File: src/rtl/i2c_bus_unstick.sv
module i2c_bus_unstick #(
  parameter int HPW    = 16,
  parameter int PULSES = 9
) (
  input  logic           clk,
  input  logic           rst_n,
  input  logic           start,
  input  logic [HPW-1:0] half_period,
  input  logic           eng_scl_oe,
  input  logic           eng_sda_oe,
  input  logic           sda_in,
  output logic           scl_pull,
  output logic           sda_pull,
  output logic           busy,
  output logic           done,
  output logic           bus_stuck
);
  localparam int STEPS = 2 * PULSES + 4;
  localparam int SW    = $clog2(STEPS);
  localparam logic [SW-1:0] TRAIN_END = SW'(2 * PULSES);
  localparam logic [SW-1:0] LAST_STEP = SW'(STEPS - 1);

  logic [SW-1:0]  step;
  logic [HPW-1:0] cnt, hp_q;
  logic           busy_q, done_q, stuck_q;

  wire step_end = (cnt == hp_q - HPW'(1));
  wire last     = (step == LAST_STEP);
  wire in_train = (step < TRAIN_END);
  wire scl_lvl  = in_train ? ~step[0] : (step >= TRAIN_END + SW'(2));
  wire sda_lvl  = in_train | (step == TRAIN_END) | last;

  assign scl_pull  = busy_q ? ~scl_lvl : eng_scl_oe;
  assign sda_pull  = busy_q ? ~sda_lvl : eng_sda_oe;
  assign busy      = busy_q;
  assign done      = done_q;
  assign bus_stuck = stuck_q;

  always_ff @(posedge clk or negedge rst_n) begin
    if (!rst_n) begin
      busy_q  <= 1'b0;
      done_q  <= 1'b0;
      stuck_q <= 1'b0;
      step    <= '0;
      cnt     <= '0;
      hp_q    <= HPW'(1);
    end else begin
      done_q <= 1'b0;
      if (!busy_q) begin
        if (start) begin
          busy_q  <= 1'b1;
          stuck_q <= 1'b0;
          step    <= '0;
          cnt     <= '0;
          hp_q    <= (half_period == '0) ? HPW'(1) : half_period;
        end
      end else if (step_end) begin
        cnt <= '0;
        if (last) begin
          busy_q  <= 1'b0;
          done_q  <= 1'b1;
          stuck_q <= ~sda_in;
        end else begin
          step <= step + SW'(1);
        end
      end else begin
        cnt <= cnt + HPW'(1);
      end
    end
  end


  done_with_busy_fall_chk: assert property (@(posedge clk) disable iff (!rst_n)
    $fell(busy) |-> done);

  done_single_chk: assert property (@(posedge clk) disable iff (!rst_n)
    done |=> !done);

  start_ignored_chk: assert property (@(posedge clk) disable iff (!rst_n)
    (busy && !(step_end && last)) |=> busy);

  first_step_released_chk: assert property (@(posedge clk) disable iff (!rst_n)
    $rose(busy) |-> (!scl_pull && !sda_pull));

  idle_passthrough_chk: assert property (@(posedge clk) disable iff (!rst_n)
    !busy |-> (scl_pull == eng_scl_oe && sda_pull == eng_sda_oe));

  hp_held_chk: assert property (@(posedge clk) disable iff (!rst_n)
    (busy && $past(busy)) |-> $stable(hp_q));
endmodule

File: config.mk
export PLATFORM = sky130hd
export DESIGN_NAME = i2c_bus_unstick
export DESIGN_NICKNAME = d
export VERILOG_FILES = /design/src/rtl/i2c_bus_unstick.sv
export SDC_FILE = /design/constraint.sdc
export NUM_CORES = 1
export LEC_CHECK = 0
export BUFFER_PORTS_ARGS = -buffer_cell sky130_fd_sc_hd__buf_2
export CORE_AREA = 2 2 113 88
export CTS_CLUSTER_SIZE = 12
export DETAILED_ROUTE_END_ITERATION = 8
export DIE_AREA = 0 0 115 90
export PLACE_DENSITY = 0.55
export SLEW_MARGIN = 20
export SYNTH_ARGS = -nofsm -noshare
export SYNTH_HDL_FRONTEND = slang
export SYNTH_SLANG_ARGS = --single-unit
export TNS_END_PERCENT = 30
File: constraint.sdc
create_clock -name clk -period 7.7 [get_ports clk]
set_clock_uncertainty 0.15 [all_clocks]
set_input_delay 1.54 -clock clk [delete_from_list [all_inputs] [get_ports clk]]
set_output_delay 1.54 -clock clk [all_outputs]
set_load 0.01 [all_outputs]
# After elaboration in Yosys (flattened, before gate mapping)
# Cells that the tools add are included.
# Widths: inputs -> output; s select.
dict set report word_totals {
  reg_bits 40
  out_inout_bits 5
  input_bits 22
}
dict set report classes {
  n_eq_ne 6
  bitwise_logic 7
  n_mux 22
  n_reduce_logical 5
  n_lt_le_gt_ge 2
  add_sub_neg 3
}
# op count
set op_table {}
lappend op_table {{$mux 16} 4}
lappend op_table {{$mux 5} 4}
lappend op_table {{$add 16x1->16 const B} 1}
lappend op_table {{$eq 16x16->1} 1}
lappend op_table {{$logic_not 16->1} 1}
lappend op_table {{$sub 16x1->16 const B} 1}
lappend op_table {{$mux 1} 14}
lappend op_table {{$eq 5x5->1 const B} 2}
lappend op_table {{$reduce_and 3->1} 2}
lappend op_table {{$add 5x1->5 const B} 1}
lappend op_table {{$ge 5x5->1 const B} 1}
lappend op_table {{$lt 5x5->1 const B} 1}
lappend op_table {{$not 1->1} 5}
lappend op_table {{$ne 2x1->1 const B} 2}
lappend op_table {{$ne 2x2->1 const B} 1}
lappend op_table {{$or 1x1->1} 2}
lappend op_table {{$reduce_and 2->1} 1}
lappend op_table {{$reduce_bool 2->1} 1}

# Depth between registers and ports, before layout
# Gate-level depths: netlist (run 1).
dict set report logic_depth {
  depth_word 5
  depth_mapped 11
  mapped_depth_nobuf 10
}

# Worst setup path after synthesis (run 1)
# OpenSTA, ideal clock, no wires.
dict set report synth_path {
  kind {input to output}
  startpoint {in eng_scl_oe}
  endpoint {out scl_pull}
  t_arrival_ns 1.727
  n_path_buf 0
  path_slack_ns 4.283
  cell_stages 1
  required_time_ns 6.010
  path_cell_list {a21o_1}
}
dict set report synth_between {
  elab_chain_cells 1
}
# element line
set synth_lines {}
lappend synth_lines {{start, declared} 9} ;# input logic eng_scl_oe,
lappend synth_lines {{$mux 1} 33} ;# assign scl_pull = busy_q ? ~scl_lvl : eng_scl_oe;
lappend synth_lines {{end, declared} 12} ;# output logic scl_pull,
# No other way between the ends.

# Final worst setup path (run 1)
dict set report layout_path {
  startpoint {reg hp_q[1]}
  endpoint {reg cnt[7]}
}
dict set report layout_between {
  elab_chain_cells 4
}
# element line
set layout_lines {}
lappend layout_lines {{start, declared} 24} ;# logic [HPW-1:0] cnt, hp_q;
lappend layout_lines {{start signal, assigned} 55} ;# hp_q <= (half_period == '0) ? HPW'(1) : half_period;
lappend layout_lines {{$sub 16x1->16} 27} ;# wire step_end = (cnt == hp_q - HPW'(1));
lappend layout_lines {{$eq 16x16->1} 27}
lappend layout_lines {{$mux 16} 57} ;# end else if (step_end) begin
lappend layout_lines {{$mux 16} 49} ;# if (!busy_q) begin
lappend layout_lines {{end signal, assigned} 67} ;# cnt <= cnt + HPW'(1);
lappend layout_lines {{end, declared} 24}
# No other way between the ends.
# A chain may end at the register's enable or synchronous reset.

==> reports/metrics.csv, run 1 <==
metric,value,unit
status,"complete, no violations",
via count,2326,
min Tclk post-route,3710,ps
core area,9310,um^2
layout cell share with drive strength beyond 1,15.5,%
RSZ-0062 raised after global routing,false,
root buffer cell,clkbuf_16,
WL/cell,15.5,um
crit path launch type,flip-flop,
"Top FF cell, synth",dfrtp_1,
I/O pin cnt,27,
sw power,0.000178,W
setup TNS,0,ps
"Hold Vio Cnt, Final",0,
Via density,5.25,
syn_nets,335,
synthesized area per cell,8.73,um^2
chip height,90,um
final std cells w/o fill,443,
worst-path fanout max,21,
worst slew pin tran,1030,ps
fmax,0.269,GHz
worst-skew pair later-pin latency,290,ps
global-route usage over all layers,14.3,%
"top cells by area, synth","dfrtp_1 (36%), nand2_1 (7.4%), xnor2_1 (5.2%), nor3_1 (2.2%), and3_1 (2.1%)",
Die Footprint,10400,um^2
Syn. warnings,0,
Relative slew margins,30.1,%
htree depth,2,
gpl congestion,0.883,
Final Setup Violations,0,
"Period Utilization, post-route",48.2,%
Starting Density,29.0,%
HP Start,hp_q[15]$_DFFE_PN0P_,
hold path endpoint,hp_q[15]$_DFFE_PN0P_,
GR Overflow Total,0,
Layout Nets,353,
placed cells,435,
diodes inserted,0,
register area share after synthesis,37.2,%
WL final,6870,um
synthesized flop and latch total,40,
Synth top cells by count,"nand2_1 (53), dfrtp_1 (39), xnor2_1 (16)",
pin count of the biggest net entering global routing,41,
"Req. time, crit path",7730,ps
Gate power share,16.8,%
Sw Share,29.2,%
FP Rows,31,
Routed Antenna Nets,0,
Post-Synthesis Cells,309,
VDD IR max,0.000100,V
Post-DP HPWL,5090,um
Critical R2R Capture,cnt[7]$_DFFE_PN0P_,
Clock power frac,39.3,%
internal power of the cells,0.000433,W
Post-synth EDFFs,0,
Lkg Pwr,1.35,nW
Reg2Reg Launch Point,hp_q[1]$_DFFE_PN0P_,
Setup Crit Path Kind,reg2reg,
fin. max-slew vios,0,
mapped cell area,2700,um^2
CP Data Arrival Time,3740,ps
CTS sink cnt,40,
drc violations,0,
Netlist cell types,59,
DRT Pass-1 Iters,4,
top-count cell post-synth,nand2_1,
Flop pwr share,43.9,%
setup bufs post-CTS,0,
antenna violations before repair,0,
port buffer count,26,
R2R setup slack,3990,ps
Final Util,33.0,%
leading area contributor after synthesis,dfrtp_1,
first-pass GRT wire length,11700,um
TritonCTS clock tree,built,
CP endpoint kind,flip-flop,
max_cap viols,0,
post-CTS sizing,0,
CTS Hold Buffers Added,0,
hold-critical path depth,2,
worst hold path class,reg2reg,
Num CTS Buffers,5,
Yosys top cell area share,36.2,%
"FFs w/ async S/R, synth",100,%
vias in the first global route,2279,
Power Density,199,nW/um^2
clock buffer depth,2,
Clock transition at path regs,60,ps
Worst R2R Path Depth,11,
Layout area overhead,14.0,%
DIE WIDTH,115,um
1st-iter DRT viols,155,
## worst max path at each step
stage / startpoint / to / depth (start not counted)
floorplan: eng_scl_oe / scl_pull / 1
global placement: eng_scl_oe / scl_pull / 3
detailed placement: hp_q[1]$_DFFE_PN0P_ / cnt[7]$_DFFE_PN0P_ / 11
CTS: hp_q[1]$_DFFE_PN0P_ / cnt[7]$_DFFE_PN0P_ / 11
global route: hp_q[1]$_DFFE_PN0P_ / cnt[7]$_DFFE_PN0P_ / 11
finish: hp_q[1]$_DFFE_PN0P_ / cnt[7]$_DFFE_PN0P_ / 11
## area by class of cell
| cell class | instances | area (um^2) |
|---|---|---|
| sequential | 40 | 1000 |
| tap | 115 | 144 |
| fill | 992 | 6240 |
| inverter | 12 | 45.0 |
| multi-input combinational | 240 | 1570 |
| clock buffer | 6 | 129 |
| timing repair buffer | 28 | 145 |
| clock inverter | 2 | 35.0 |
## metrics by stage
stage          hold WS, ps  total power [W]  setup WS [ps]  instance area (um^2)
6_report               351         0.000612           3990                  3070
3_3_place_gp           335         0.000372           4090                  2910
2_1_floorplan          315         0.000341           4280                  2700
5_1_grt                388         0.000643           3820                  3070
3_5_place_dp           344         0.000374           4030                  2910
4_1_cts                359         0.000619           4000                  3070
## layout by cell type, fill, tap and decap left out, types with 6 or more instances in the layout
master	n
nand3_1	11
and3_1	9
o21ai_0	10
nor2_1	7
dfrtp_1	39
buf_2	26
o22ai_1	8
xnor2_1	16
a21oi_1	10
nor3_1	12
inv_1	12
nand2_1	53
nand4_1	6
nor2b_1	8
## critical path, cell delays in order (launching register included)
cell,delay [ps]
dfrtp_1,400
inv_1,100
ha_1,210
or4b_4,530
or4_1,490
mux2i_1,150
mux2i_1,360
nand4b_2,260
o41ai_2,350
buf_4,290
o22ai_1,120
a22o_1,200
## state kept, by name, summed over array words and instances (netlist names)
| register | count |
|---|---|
| cnt | 16 |
| hp_q | 16 |
| step | 5 |
| bus_stuck | 1 |
| busy | 1 |
| done | 1 |
## layer usage
layer | part of all wire [%] | GRT usage, % | up-vias | routed length [um]
met4 | 1.1 | 3.92 | 0 | 78
met5 | 0 | 0 | - | 0
met1 | 55 | 22.0 | 1124 | 3780
met3 | 4.3 | 3.71 | 7 | 295
met2 | 40 | 19.3 | 31 | 2720
li1 | - | - | 1164 | -
## power groups by stage
stage | Sequential (W) | Clock (W) | Combinational [W]
6_report | 0.000269 | 0.000240 | 0.000103
5_1_grt | 0.000274 | 0.000254 | 0.000115
4_1_cts | 0.000269 | 0.000248 | 0.000102
3_5_place_dp | 0.000273 | 0 | 0.000102
3_3_place_gp | 0.000272 | 0 | 0.000100
2_1_floorplan | 0.000254 | 0 | 0.0000869
## kinds of logic (layout without fill, tap and decap cells)
group	count (synthesis)	count (layout)	share of synthesized area, %
AO/OA/AOI/OAI	69	69	17.9
XOR/XNOR	21	21	6.82
adder cells (fa/ha/maj)	4	4	1.86
buffers and inverters	29	48	4.50
flip-flops	40	40	37.2
multiplexers	4	4	1.48
AND/OR/NAND/NOR	142	142	30.3
Note: power is estimated with default switching activity, not from simulation.
==> run 2, diff against run 1 <==
==> constraint.sdc (replaced) <==
create_clock -name clk -period 3.5 [get_ports clk]
set_clock_uncertainty 0.15 [all_clocks]
set_input_delay 0.7 -clock clk [delete_from_list [all_inputs] [get_ports clk]]
set_output_delay 0.7 -clock clk [all_outputs]
set_load 0.01 [all_outputs]
==> reports/metrics.csv, run 2 (synthesized netlist as in run 1, its figures left out) <==
metric,value,unit,change
status,"complete, no violations",,
Via density,5.45,,+3.7%
GR Overflow Total,0,,unchanged
gpl congestion,0.857,,-3.0%
WL/cell,16.4,um,+5.8%
CP endpoint kind,flip-flop,,
DP Worst Slack,77.9,ps,-3950 ps
fin. max-slew vios,0,,unchanged
RSZ-0062 raised after global routing,true,,
1st-iter DRT viols,179,,+15%
crit path launch type,flip-flop,,
diodes inserted,0,,unchanged
DRT Pass-1 Iters,4,,unchanged
Layout area overhead,17.2,%,
clock buffer depth,2,,unchanged
htree depth,2,,unchanged
Gate power share,18.9,%,+2.1 points
Num CTS Buffers,5,,unchanged
"most common cell after layout, fill and taps aside",nand2_1,,
internal power of the cells,0.000883,W,+100%
worst hold path class,reg2reg,,
Relative slew margins,35.6,%,+5.4 points
max_cap viols,0,,unchanged
Fillers,981,,-1.1%
pin count of the biggest net entering global routing,41,,unchanged
vias in the first global route,2286,,+0.31%
Multi-input gate area,1610,um^2,+2.5%
worst-skew pair later-pin latency,280,ps,about the same
layout cell share with drive strength beyond 1,19.3,%,+3.7 points
Post-DP HPWL,5270,um,+3.6%
largest registers,"cnt x16, hp_q x16, step x5",,
"Period Utilization, post-route",97.6,%,+49 points
DIE WIDTH,115,um,unchanged
core area,9310,um^2,unchanged
Final Setup Violations,0,,unchanged
Starting Density,29.0,%,unchanged
placed cells,443,,+1.8%
worst setup margin,83.1,ps,-3900 ps
fmax,0.293,GHz,+8.7%
hold-critical path depth,2,,unchanged
Power Density,402,nW/um^2,+100%
"Req. time, crit path",3560,ps,-4170 ps
first-pass GRT wire length,11800,um,+0.82%
"Hold Vio Cnt, Final",0,,unchanged
Routed Antenna Nets,0,,unchanged
FP Rows,31,,unchanged
chip height,90,um,unchanged
"commonest non-fill, non-tap cells in the layout","nand2_1 (53), dfrtp_1 (39), buf_2 (26)",,
final std cells w/o fill,452,,+2.0%
Bufs and invs on worst path,2,,unchanged
Sw Share,30.6,%,+1.4 points
critical-path cell list,"inv_1, ha_2, or4b_4, buf_4, or4_4, nand2_2, nand3_1, and4bb_1, nand4_2, or4_1, a21oi_1",,
Seq. cell area,1000,um^2,unchanged
Die Footprint,10400,um^2,unchanged
Clock power frac,34.7,%,-4.6 points
Pwr Total,0.00127,W,+110%
Clock transition at path regs,60,ps,about the same
Flop pwr share,46.4,%,+2.5 points
antenna violations before repair,0,,unchanged
CTS sink cnt,40,,unchanged
WL final,7420,um,+8.0%
min Tclk post-route,3420,ps,-296 ps
Lkg Pwr,1.42,nW,+4.9%
Worst R2R Path Depth,11,,unchanged
sw power,0.000389,W,+120%
Setup Crit Path Kind,reg2reg,,
via count,2462,,+5.8%
TritonCTS clock tree,built,,
global-route usage over all layers,14.3,%,+0.022 points
root buffer cell,clkbuf_16,,
Layout Nets,363,,+2.8%
port buffer count,26,,unchanged
"delay-heaviest family, CP",simple AND/OR/NAND/NOR gates,,
CP Data Arrival Time,3480,ps,-260 ps
VDD IR max,0.000153,V,+53%
max incr delay on CP,550,ps,+20 ps
WP depth,11,,unchanged
slowest CP cell,or4_1,,
worst-path fanout max,5,,-76%
worst slew pin tran,966,ps,-68.1 ps
I/O pin cnt,27,,unchanged
drc violations,0,,unchanged
-- run 2: what timing repair did --
action,CTS,global route
buffers inserted,0,0
resized for setup,0,10
hold buffers,0,0
endpoints found under the setup margin,0,16
-- run 2: final timing paths --
| check | startpoint | slack, ps | endpoint |
|---|---|---|---|
| max | hp_q[0]$_DFFE_PN1P_ | 80 | step[4]$_DFFE_PN0P_ |
| min in group asynchronous | rst_n | 420 | bus_stuck$_DFFE_PN0P_ |
| max reg2reg | hp_q[0]$_DFFE_PN1P_ | 80 | step[4]$_DFFE_PN0P_ |
| max in group asynchronous | rst_n | 2170 | hp_q[15]$_DFFE_PN0P_ |
| min reg2reg | hp_q[15]$_DFFE_PN0P_ | 360 | hp_q[15]$_DFFE_PN0P_ |
| min | hp_q[15]$_DFFE_PN0P_ | 360 | hp_q[15]$_DFFE_PN0P_ |
-- run 2: final cells by class --
type,count,share of cell area [%]
multi-input cells,240,51.0
flip-flops and latches,40,31.7
repair buffers,38,7.09
well taps,115,4.55
clock buffers,6,4.08
inverters,12,1.43
clock inverters,1,0.158
-- run 2: routing by layer --
metal  vias up  wire (um)  track usage [%]  part of all wire [%]
li1       1186          -                -                     -
met1      1179       3860             22.7                    52
met2        84       2930             19.3                    39
met3        13        502             3.37                   6.8
met4         0        126             2.91                   1.7
met5         -          0                0                     0
-- run 2: power by group through the flow --
stage / Sequential (W) / Clock, W / Combinational, W
floorplan: 0.000560 / 0 / 0.000191
global placement: 0.000593 / 0 / 0.000229
detailed placement: 0.000596 / 0 / 0.000233
CTS: 0.000587 / 0.000456 / 0.000235
global route: 0.000600 / 0.000475 / 0.000268
finish: 0.000590 / 0.000442 / 0.000240
-- run 2: metrics by stage --
stage | setup TNS, ps | util [%] | hold slack, ps | area [um^2]
after global placement | 0 | 31.9 | 335 | 2970
final | 0 | 34.0 | 356 | 3160
after detailed placement | 0 | 31.9 | 351 | 2970
after global routing | -64.1 | 34.0 | 387 | 3160
after floorplan | 0 | - | 254 | 2700
after CTS | 0 | 33.3 | 367 | 3100
-- run 2: worst min-delay path, stage by stage, from the launching register on --
cell	delay (ps)
dfrtp_1	360
nand2_1	60
nand2_1	60
